**src/rtl/pinbank_pkg.sv**
```systemverilog
package pinbank_pkg;

    localparam logic [7:0] A_REV      = 8'h00;
    localparam logic [7:0] A_CFG      = 8'h10;
    localparam logic [7:0] A_SYSST    = 8'h14;
    localparam logic [7:0] A_STAT     = 8'h18;
    localparam logic [7:0] A_IEN      = 8'h1C;
    localparam logic [7:0] A_WEN      = 8'h28;
    localparam logic [7:0] A_DIN      = 8'h2C;
    localparam logic [7:0] A_DOUT     = 8'h30;
    localparam logic [7:0] A_DIR      = 8'h34;
    localparam logic [7:0] A_TRIG_LO  = 8'h38;
    localparam logic [7:0] A_TRIG_HI  = 8'h3C;
    localparam logic [7:0] A_IEN_CLR  = 8'h9C;
    localparam logic [7:0] A_WEN_CLR  = 8'hA8;
    localparam logic [7:0] A_DOUT_CLR = 8'hB0;
    localparam logic [7:0] A_IEN_SET  = 8'hDC;
    localparam logic [7:0] A_WEN_SET  = 8'hE8;
    localparam logic [7:0] A_DOUT_SET = 8'hF0;

    typedef enum logic [1:0] {
        TRIG_OFF  = 2'b00,
        TRIG_FALL = 2'b01,
        TRIG_RISE = 2'b10,
        TRIG_ANY  = 2'b11
    } trig_e;

    typedef struct packed {
        logic rise;
        logic fall;
    } pin_edge_t;

    // True when the observed transition is one the field selects.
    function automatic logic edge_hit(trig_e t, pin_edge_t e);
        return (t[1] & e.rise) | (t[0] & e.fall);
    endfunction

endpackage

```
**src/rtl/pinbank_sync.sv**
```systemverilog
module pinbank_sync #(
    parameter int NPINS  = 16,
    parameter int STAGES = 2
) (
    input  logic             clk,
    input  logic             rst,
    input  logic [NPINS-1:0] din,
    output logic [NPINS-1:0] sample,
    output logic [NPINS-1:0] rise,
    output logic [NPINS-1:0] fall
);
    logic [NPINS-1:0] pipe [STAGES];
    logic [NPINS-1:0] prev;

    always_ff @(posedge clk) begin
        if (rst) begin
            for (int s = 0; s < STAGES; s++) pipe[s] <= '0;
            prev <= '0;
        end else begin
            pipe[0] <= din;
            for (int s = 1; s < STAGES; s++) pipe[s] <= pipe[s-1];
            prev <= pipe[STAGES-1];
        end
    end

    assign sample = pipe[STAGES-1];

    for (genvar i = 0; i < NPINS; i++) begin : g_edge
        assign rise[i] = sample[i] & ~prev[i];
        assign fall[i] = ~sample[i] & prev[i];
    end

endmodule

```
**src/rtl/pinbank_irq.sv**
```systemverilog
module pinbank_irq
    import pinbank_pkg::*;
#(
    parameter int NPINS = 16
) (
    input  logic             clk,
    input  logic             rst,
    input  logic [NPINS-1:0] rise,
    input  logic [NPINS-1:0] fall,
    input  logic [NPINS-1:0] trig_lo,
    input  logic [NPINS-1:0] trig_hi,
    input  logic [NPINS-1:0] clr_mask,
    input  logic [NPINS-1:0] ien,
    input  logic [NPINS-1:0] wen,
    output logic [NPINS-1:0] status,
    output logic             irq,
    output logic             wake
);
    localparam int HALF = NPINS / 2;

    logic [NPINS-1:0] hit;
    logic [NPINS-1:0] armed;
    logic [NPINS-1:0] status_q;

    for (genvar i = 0; i < NPINS; i++) begin : g_pin
        logic [1:0] fld;
        pin_edge_t  ev;
        if (i < HALF) begin : g_lo
            assign fld = trig_lo[2*i +: 2];
        end else begin : g_hi
            assign fld = trig_hi[2*(i-HALF) +: 2];
        end
        assign ev       = '{rise: rise[i], fall: fall[i]};
        assign hit[i]   = edge_hit(trig_e'(fld), ev);
        assign armed[i] = |fld;
    end

    // A fresh edge outranks a clear in the same cycle.
    always_ff @(posedge clk) begin
        if (rst) status_q <= '0;
        else     status_q <= (status_q & ~clr_mask) | hit;
    end

    assign status = status_q;
    assign irq    = |(status_q & ien);
    assign wake   = |(status_q & wen);

    assert_edge_latch_R7: assert property (@(posedge clk) disable iff (rst)
        (|hit) |=> ((status_q & $past(hit)) == $past(hit)));

    assert_w1c_R7: assert property (@(posedge clk) disable iff (rst)
        (|clr_mask) |=> ((status_q & $past(clr_mask & ~hit)) == '0));

    assert_edge_wins_R10: assert property (@(posedge clk) disable iff (rst)
        (|(clr_mask & hit)) |=> ((status_q & $past(clr_mask & hit)) == $past(clr_mask & hit)));

    assert_no_trigger_R6: assert property (@(posedge clk) disable iff (rst)
        1'b1 |=> ((status_q & ~$past(status_q) & ~$past(armed)) == '0));

endmodule

```
**src/rtl/pinbank16.sv**
```systemverilog
module pinbank16
    import pinbank_pkg::*;
#(
    parameter int         DW        = 16,
    parameter logic [3:0] REV_MAJOR = 4'd1,
    parameter logic [3:0] REV_MINOR = 4'd0
) (
    input  logic          clk,
    input  logic          rst,
    input  logic [7:0]    bus_addr,
    input  logic          bus_we,
    input  logic [DW-1:0] bus_wdata,
    output logic [DW-1:0] bus_rdata,
    input  logic [DW-1:0] pin_in,
    output logic [DW-1:0] pin_out,
    output logic [DW-1:0] pin_oe,
    output logic          irq,
    output logic          wake
);
    localparam logic [DW-1:0] REV_WORD   = {{(DW-8){1'b0}}, REV_MAJOR, REV_MINOR};
    localparam logic [DW-1:0] SYS_READY  = DW'(1);

    logic [DW-1:0] cfg_q, dir_q, dout_q, ien_q, wen_q, trig_lo_q, trig_hi_q;
    logic [DW-1:0] din_s, rise, fall, status, clr_mask;

    pinbank_sync #(.NPINS(DW), .STAGES(2)) u_sync (
        .clk(clk), .rst(rst), .din(pin_in),
        .sample(din_s), .rise(rise), .fall(fall)
    );

    assign clr_mask = (bus_we && bus_addr == A_STAT) ? bus_wdata : '0;

    pinbank_irq #(.NPINS(DW)) u_irq (
        .clk(clk), .rst(rst), .rise(rise), .fall(fall),
        .trig_lo(trig_lo_q), .trig_hi(trig_hi_q), .clr_mask(clr_mask),
        .ien(ien_q), .wen(wen_q),
        .status(status), .irq(irq), .wake(wake)
    );

    always_ff @(posedge clk) begin
        if (rst) begin
            cfg_q     <= '0;
            dir_q     <= '1;
            dout_q    <= '0;
            ien_q     <= '0;
            wen_q     <= '0;
            trig_lo_q <= '0;
            trig_hi_q <= '0;
        end else if (bus_we) begin
            unique case (bus_addr)
                A_CFG:      cfg_q     <= bus_wdata;
                A_DIR:      dir_q     <= bus_wdata;
                A_DOUT:     dout_q    <= bus_wdata;
                A_DOUT_SET: dout_q    <= dout_q | bus_wdata;
                A_DOUT_CLR: dout_q    <= dout_q & ~bus_wdata;
                A_IEN:      ien_q     <= bus_wdata;
                A_IEN_SET:  ien_q     <= ien_q | bus_wdata;
                A_IEN_CLR:  ien_q     <= ien_q & ~bus_wdata;
                A_WEN:      wen_q     <= bus_wdata;
                A_WEN_SET:  wen_q     <= wen_q | bus_wdata;
                A_WEN_CLR:  wen_q     <= wen_q & ~bus_wdata;
                A_TRIG_LO:  trig_lo_q <= bus_wdata;
                A_TRIG_HI:  trig_hi_q <= bus_wdata;
                default: ;
            endcase
        end
    end

    always_comb begin
        unique case (bus_addr)
            A_REV:     bus_rdata = REV_WORD;
            A_CFG:     bus_rdata = cfg_q;
            A_SYSST:   bus_rdata = SYS_READY;
            A_STAT:    bus_rdata = status;
            A_IEN:     bus_rdata = ien_q;
            A_WEN:     bus_rdata = wen_q;
            A_DIN:     bus_rdata = din_s;
            A_DOUT:    bus_rdata = dout_q;
            A_DIR:     bus_rdata = dir_q;
            A_TRIG_LO: bus_rdata = trig_lo_q;
            A_TRIG_HI: bus_rdata = trig_hi_q;
            default:   bus_rdata = '0;
        endcase
    end

    assign pin_out = dout_q;
    assign pin_oe  = ~dir_q;

    assert_set_dout_R4: assert property (@(posedge clk) disable iff (rst)
        (bus_we && bus_addr == A_DOUT_SET) |=> ((pin_out & $past(bus_wdata)) == $past(bus_wdata)));

    assert_clr_ien_R5: assert property (@(posedge clk) disable iff (rst)
        (bus_we && bus_addr == A_IEN_CLR) |=> ((ien_q & $past(bus_wdata)) == '0));

    assert_irq_gate_R8: assert property (@(posedge clk) disable iff (rst)
        (ien_q == '0) |-> !irq);

    assert_wake_gate_R9: assert property (@(posedge clk) disable iff (rst)
        (wen_q == '0) |-> !wake);

endmodule

```
**config.mk**
```make
export PLATFORM = sky130hd
export DESIGN_NAME = pinbank16
export DESIGN_NICKNAME = d
export VERILOG_FILES = /design/src/rtl/pinbank_pkg.sv /design/src/rtl/pinbank_sync.sv /design/src/rtl/pinbank_irq.sv /design/src/rtl/pinbank16.sv
export SDC_FILE = /design/constraint.sdc
export NUM_CORES = 1
export LEC_CHECK = 0
export ABC_AREA = 1
export CAP_MARGIN = 20
export CORE_MARGIN = 5
export CORE_UTILIZATION = 40
export CTS_CLUSTER_SIZE = 10
export DETAILED_ROUTE_END_ITERATION = 8
export PLACE_DENSITY = 0.63
export SLEW_MARGIN = 30
export SYNTH_ARGS = -nofsm -noshare
export SYNTH_HDL_FRONTEND = slang
export SYNTH_SLANG_ARGS = --single-unit
```
**constraint.sdc**
```tcl
create_clock -name clk -period 1.7 [get_ports clk]
set_input_delay 0.34 -clock clk [delete_from_list [all_inputs] [get_ports clk]]
set_output_delay 0.34 -clock clk [all_outputs]
set_load 0.01 [all_outputs]
```
Word-level counts from Yosys, hierarchy flattened --
Memories as Yosys holds them, arrays and structs flattened. Index checks and enable logic that the tools add are counted. Widths: inputs -> output; s select.
Word-level totals: RAM bits 32, word-level logic and storage cells 177, input bits 43, bits in registers 144, memories 1
Operators by class: bitwise operators 127, reduce and logical (&&, ||, !) cells 14, equal/unequal tests 16, mux-type cells 10
Memory list:
- u_sync.pipe | words 2, width 16, rd ports 2, clocked after memory_dff 0, wr ports 2, line pinbank_sync.sv:12 | logic [NPINS-1:0] pipe [STAGES];
Operators with widths (number):
- $pmux 16 s11 | 1
- $pmux 16 s3 | 3
- $and 16x16->16 | 6
- $and 1x1->1 | 64
- $or 16x16->16 | 4
- $eq 8x6->1 const B | 6
- $eq 8x8->1 const B | 6
- $mux 16 | 3
- $not 16->16 | 3
- $eq 8x5->1 const B | 4
- $not 1->1 | 32
- $reduce_or 16->1 | 2
- $or 1x1->1 | 18
- $reduce_and 2->1 | 7
- $reduce_bool 3->1 | 3
- $logic_not 8->1 | 1
- $mux 1 | 3
- $logic_and 1x1->1 | 1

Longest topological paths before layout --
depth in word-level cells 6, depth in mapped cells 10

Hierarchy --
Synthesis repeated with hierarchy kept, for this count alone.
Unflattened totals: cells, all modules 1318, area, all modules 8677.1 sq um
Modules (own cells, without submodules):
- pinbank16 | cells an instance 938, seq. area each 2242.2 sq um, area each 6072.1 sq um, instances 1
- pinbank_sync | cells an instance 213, seq. area each 960.9 sq um, area each 1665.3 sq um, instances 1
- pinbank_irq | cells an instance 167, seq. area each 320.3 sq um, area each 939.7 sq um, instances 1

Worst setup path before layout --
Ideal clock, no wire load.
kind input to output, start point in bus_addr[1], end point out bus_rdata[1], data arrival time 1434 ps, stages on the path 9, slack -74 ps, cell sequence nor2_1 -> nand2_1 -> buf_4 -> nor2_2 -> buf_4 -> nand2_1 -> o21ai_0 -> nor2_1 -> nand3_1
On the way: cells in the longest elaborated chain, start to end 2
RTL lines:
- from (decl) | line pinbank16.sv:10 | input logic [7:0] bus_addr,
- $eq 8x6->1, or another cell as far along | line pinbank16.sv:70 | unique case (bus_addr)
- $pmux 16 s11 * | line pinbank16.sv:70
- to (decl) | line pinbank16.sv:13 | output logic [DW-1:0] bus_rdata,
Every way passes the cells marked *; elsewhere a longest branch is shown, timed or not.

Worst setup path after layout --
start point reg wen_q[3], end point out wake
On the way: cells in the longest elaborated chain, start to end 2
RTL lines:
- from (decl) | line pinbank16.sv:23 | logic [DW-1:0] cfg_q, dir_q, dout_q, ien_q, wen_q, trig_lo_q, trig_hi_q;
- from (signal assigned) | line pinbank16.sv:59 | A_WEN: wen_q <= bus_wdata;
- from (signal assigned) | line pinbank16.sv:60 | A_WEN_SET: wen_q <= wen_q | bus_wdata;
- from (signal assigned) | line pinbank16.sv:61 | A_WEN_CLR: wen_q <= wen_q & ~bus_wdata;
- $and 16x16->16 | line pinbank_irq.sv:46 | assign wake = |(status_q & wen);
- $reduce_or 16->1 | line pinbank_irq.sv:46
- to (decl) | line pinbank16.sv:18 | output logic wake
No other way between the ends.

==> summary.md <==
| Metric | Value |
|---|---|
| Tcrit/Tclk final | `117.5%` |
| Failing checks | `setup timing` |
| Synth cell types | `29` |
| Critical path class | `reg2out` |
| Worst-Margin Slew | `roughly 0.58 ns` |
| Number of synthesis warnings | `0` |
| Maxcap violations | `0` |
| Worst Clk Skew | `between 0.01 and 0.015 ns` |
| Finished Layout Cells | `~1800` |
| Final Power | `0.008897 W` |
| Register bit count reported by yosys | `about 180` |
| Final critical-path required period | `between 1.5 and 2 ns` |
| Detail Route Antenna Nets | `0` |
| Most common cell after layout, fill and taps aside | `nand2_1` |
| Port buffer count | `92` |
| Remaining Overflow, GRT | `0` |
| Max Fclk | `roughly 500 MHz` |
| Final Cell Area | `about 0.012 mm²` |
| Max_slew headroom | `a little over 60%` |
| Initial DRC count | `about 1100` |
| CTS root buf | `clkbuf_16` |
| Fillers | `around 2000` |
| Syn_nets | `approximately 1300` |
| Final Hold Vio Count | `0` |
| Mean Syn Cell Area | `about 6.7 µm²` |
| Seq/Total Area, Yosys | `around two fifths` |
| Total CTS buffers | `17` |
| RSZ-0062 raised after global routing | `yes` |
| First-pass GRT wire length | `about 54000 µm` |
| Initial Util | `slightly above 40%` |
| Critical path required time | `1.36 ns` |
| Dpl cell area | `0.01083 mm²` |
| Nature of the critical path endpoint | `output port` |
| Vias per cell | `5.486` |
| Clock transition at path regs | `~0.070 ns` |
| Antenna Cells | `0` |
| Clk Latency, worst-skew pair | `0.45 ns` |
| CTS tree | `yes` |
| Die area | `roughly 0.024 mm²` |
| Largest net degree at the start of global routing | `roughly 120` |
| Worst endpoint data arrival time | `roughly 1.7 ns` |
| Via count | `roughly 9800` |
| Max FO, Critical Path | `2` |
| All-Layer GR Usage | `approximately 29%` |
| Wire per inst | `a little over 20 µm` |
| Htree depth | `4` |
| Reg area | `around 0.0035 mm²` |
| Worst Hold Class | `in2reg` |
| Hold bufs inserted after CTS | `0` |
| Worst IR drop on VDD | `approximately 690 µV` |
| DR DRC count | `0` |
| Ratio of cells with drive above 1 in the final layout | `between 20% and 30%` |
| Initial antenna violation count | `0` |
| CTS Buffer Depth | `2` |
| Num rows | `53` |
| Drt pass-1 iters | `6` |
| Final setup fails | `19` |
| I/O pin cnt | `93` |
| # nets final | `roughly 1500` |
| Die height | `~160 µm` |
| Core footprint | `roughly 0.021 mm²` |
| Post-Place Cells | `between 1500 and 2000` |
| Multi-input logic area | `roughly 0.0046 mm²` |
| Cells after Synth | `around 1300` |
| WL final | `~36000 µm` |
| Final core area utilization | `between 50% and 60%` |
| LEAKAGE | `between 5 and 6 nW` |
| Gpl congestion | `roughly 1.0` |
| Cell Area, Synth | `around 0.0084 mm²` |
| Final setup TNS | `-4.345 ns` |
| Slew Limit Fails | `0` |
| Vias in the first global route | `about 9000` |
| Post-DP HPWL | `~25000 µm` |
| Clock sink total | `approximately 180` |
| Most frequent cells in the layout | `nand2_1 (179), dfxtp_1 (171), buf_4 (149), inv_1 (144), nor2_1 (125)` |
| Pwr/cell area | `just over 700 mW/mm²` |
| Fin worst setup slack | `-0.2972 ns` |
| Die X | `around 160 µm` |
| Status | `complete, but fails checks` |
| Area growth, synth to finish | `45.50%` |
| Startpoint types | `flop` |
## layout make-up
cell class                 count  share of cell area [%]
clock buffer                  18                   3.493
clock inverter                13                   1.191
inverter                     160                   5.071
multi-input combinational    858                   37.33
sequential                   176                   28.74
tap                          275                   2.800
timing repair buffer         282                   21.30
timing repair inverter         1                 0.07128
## worst max-delay path: stages (launching register included)
cell and delay (ns):
dfxtp_1 0.34, nand2_1 0.07, nand4_1 0.16, nor3_2 0.23, nand4_1 0.21, buf_2 0.20
## cells in the mapped netlist (all sizes together)
cell | instances | area, µm²
a211oi | 2 | 15.01
a21oi | 114 | 570.6
a22o | 1 | 8.760
a31oi | 16 | 100.1
buf | 44 | 224.0
clkbuf | 26 | 97.59
dfxtp | 176 | 3523
inv | 160 | 600.6
nand2 | 229 | 867.1
nand3 | 134 | 670.6
nand3b | 5 | 37.54
nand4 | 34 | 212.7
nor2 | 162 | 640.6
nor3 | 17 | 101.4
nor3b | 1 | 7.510
o2111ai | 1 | 8.760
o211ai | 16 | 120.1
o21ai | 122 | 614.3
o22ai | 4 | 25.02
## per-stage QoR
step	hold slack (ns)	setup slack [ns]
final	0.3962	-0.2972
after global routing	0.3912	-0.3272
after CTS	0.3958	-0.3074
after detailed placement	0.3940	-1.203
after global placement	0.3894	-1.209
after floorplan	0.3883	0.01754
## per-layer routing
| metal | GRT usage, % | part of all wire (%) |
|---|---|---|
| met5 | 0 | 0 |
| met4 | 13.88 | 5.9 |
| met2 | 46.63 | 45 |
| met1 | 38.23 | 41 |
| met3 | 4.562 | 8.0 |
## sequential cells by signal, summed over array words and instances (netlist names)
signal        flops
trig_lo_q        16
ien_q            16
trig_hi_q        16
u_sync.prev      16
pin_out          16
dir_q            16
wen_q            16
cfg_q            16
u_irq.status     16
u_sync.pipe      32
## kinds of logic (layout without fill, tap and decap cells)
group	after synthesis	in the layout	share of synthesized area (%)
buf+inv	230	474	10.92
compound gates	276	276	17.32
flops	176	176	41.72
simple gates	582	582	30.04
## worst paths after layout
path                      start                 end  slack, ns  cells after the start
max                    wen_q[3]                wake      -0.30                      5
min                  pin_in[12]  u_sync.pipe[0][12]       0.40                      3
max reg2reg  u_sync.pipe[0][25]     u_irq.status[9]       0.48                      5
min reg2reg   u_sync.pipe[0][1]  u_sync.pipe[0][17]       0.40                      2
## power by group
part / total (W) / switching, W / internal, W / leakage, nW
sequential: 0.00419 / 0.0000228 / 0.00417 / 1.43
clock: 0.00393 / 0.00186 / 0.00207 / 0.273
combinational: 0.000771 / 0.000468 / 0.000303 / 3.68
total: 0.00890 / 0.00235 / 0.00655 / 5.38
## what timing repair did
item | CTS | global route
setup endpoints to repair | 146 | 53
cloned | 8 | 1
hold endpoints to repair | 0 | 0
setup buffers | 23 | 3
pin swaps | 55 | 44
gates resized for setup | 332 | 82
Note: power is estimated with default switching activity, not from simulation.
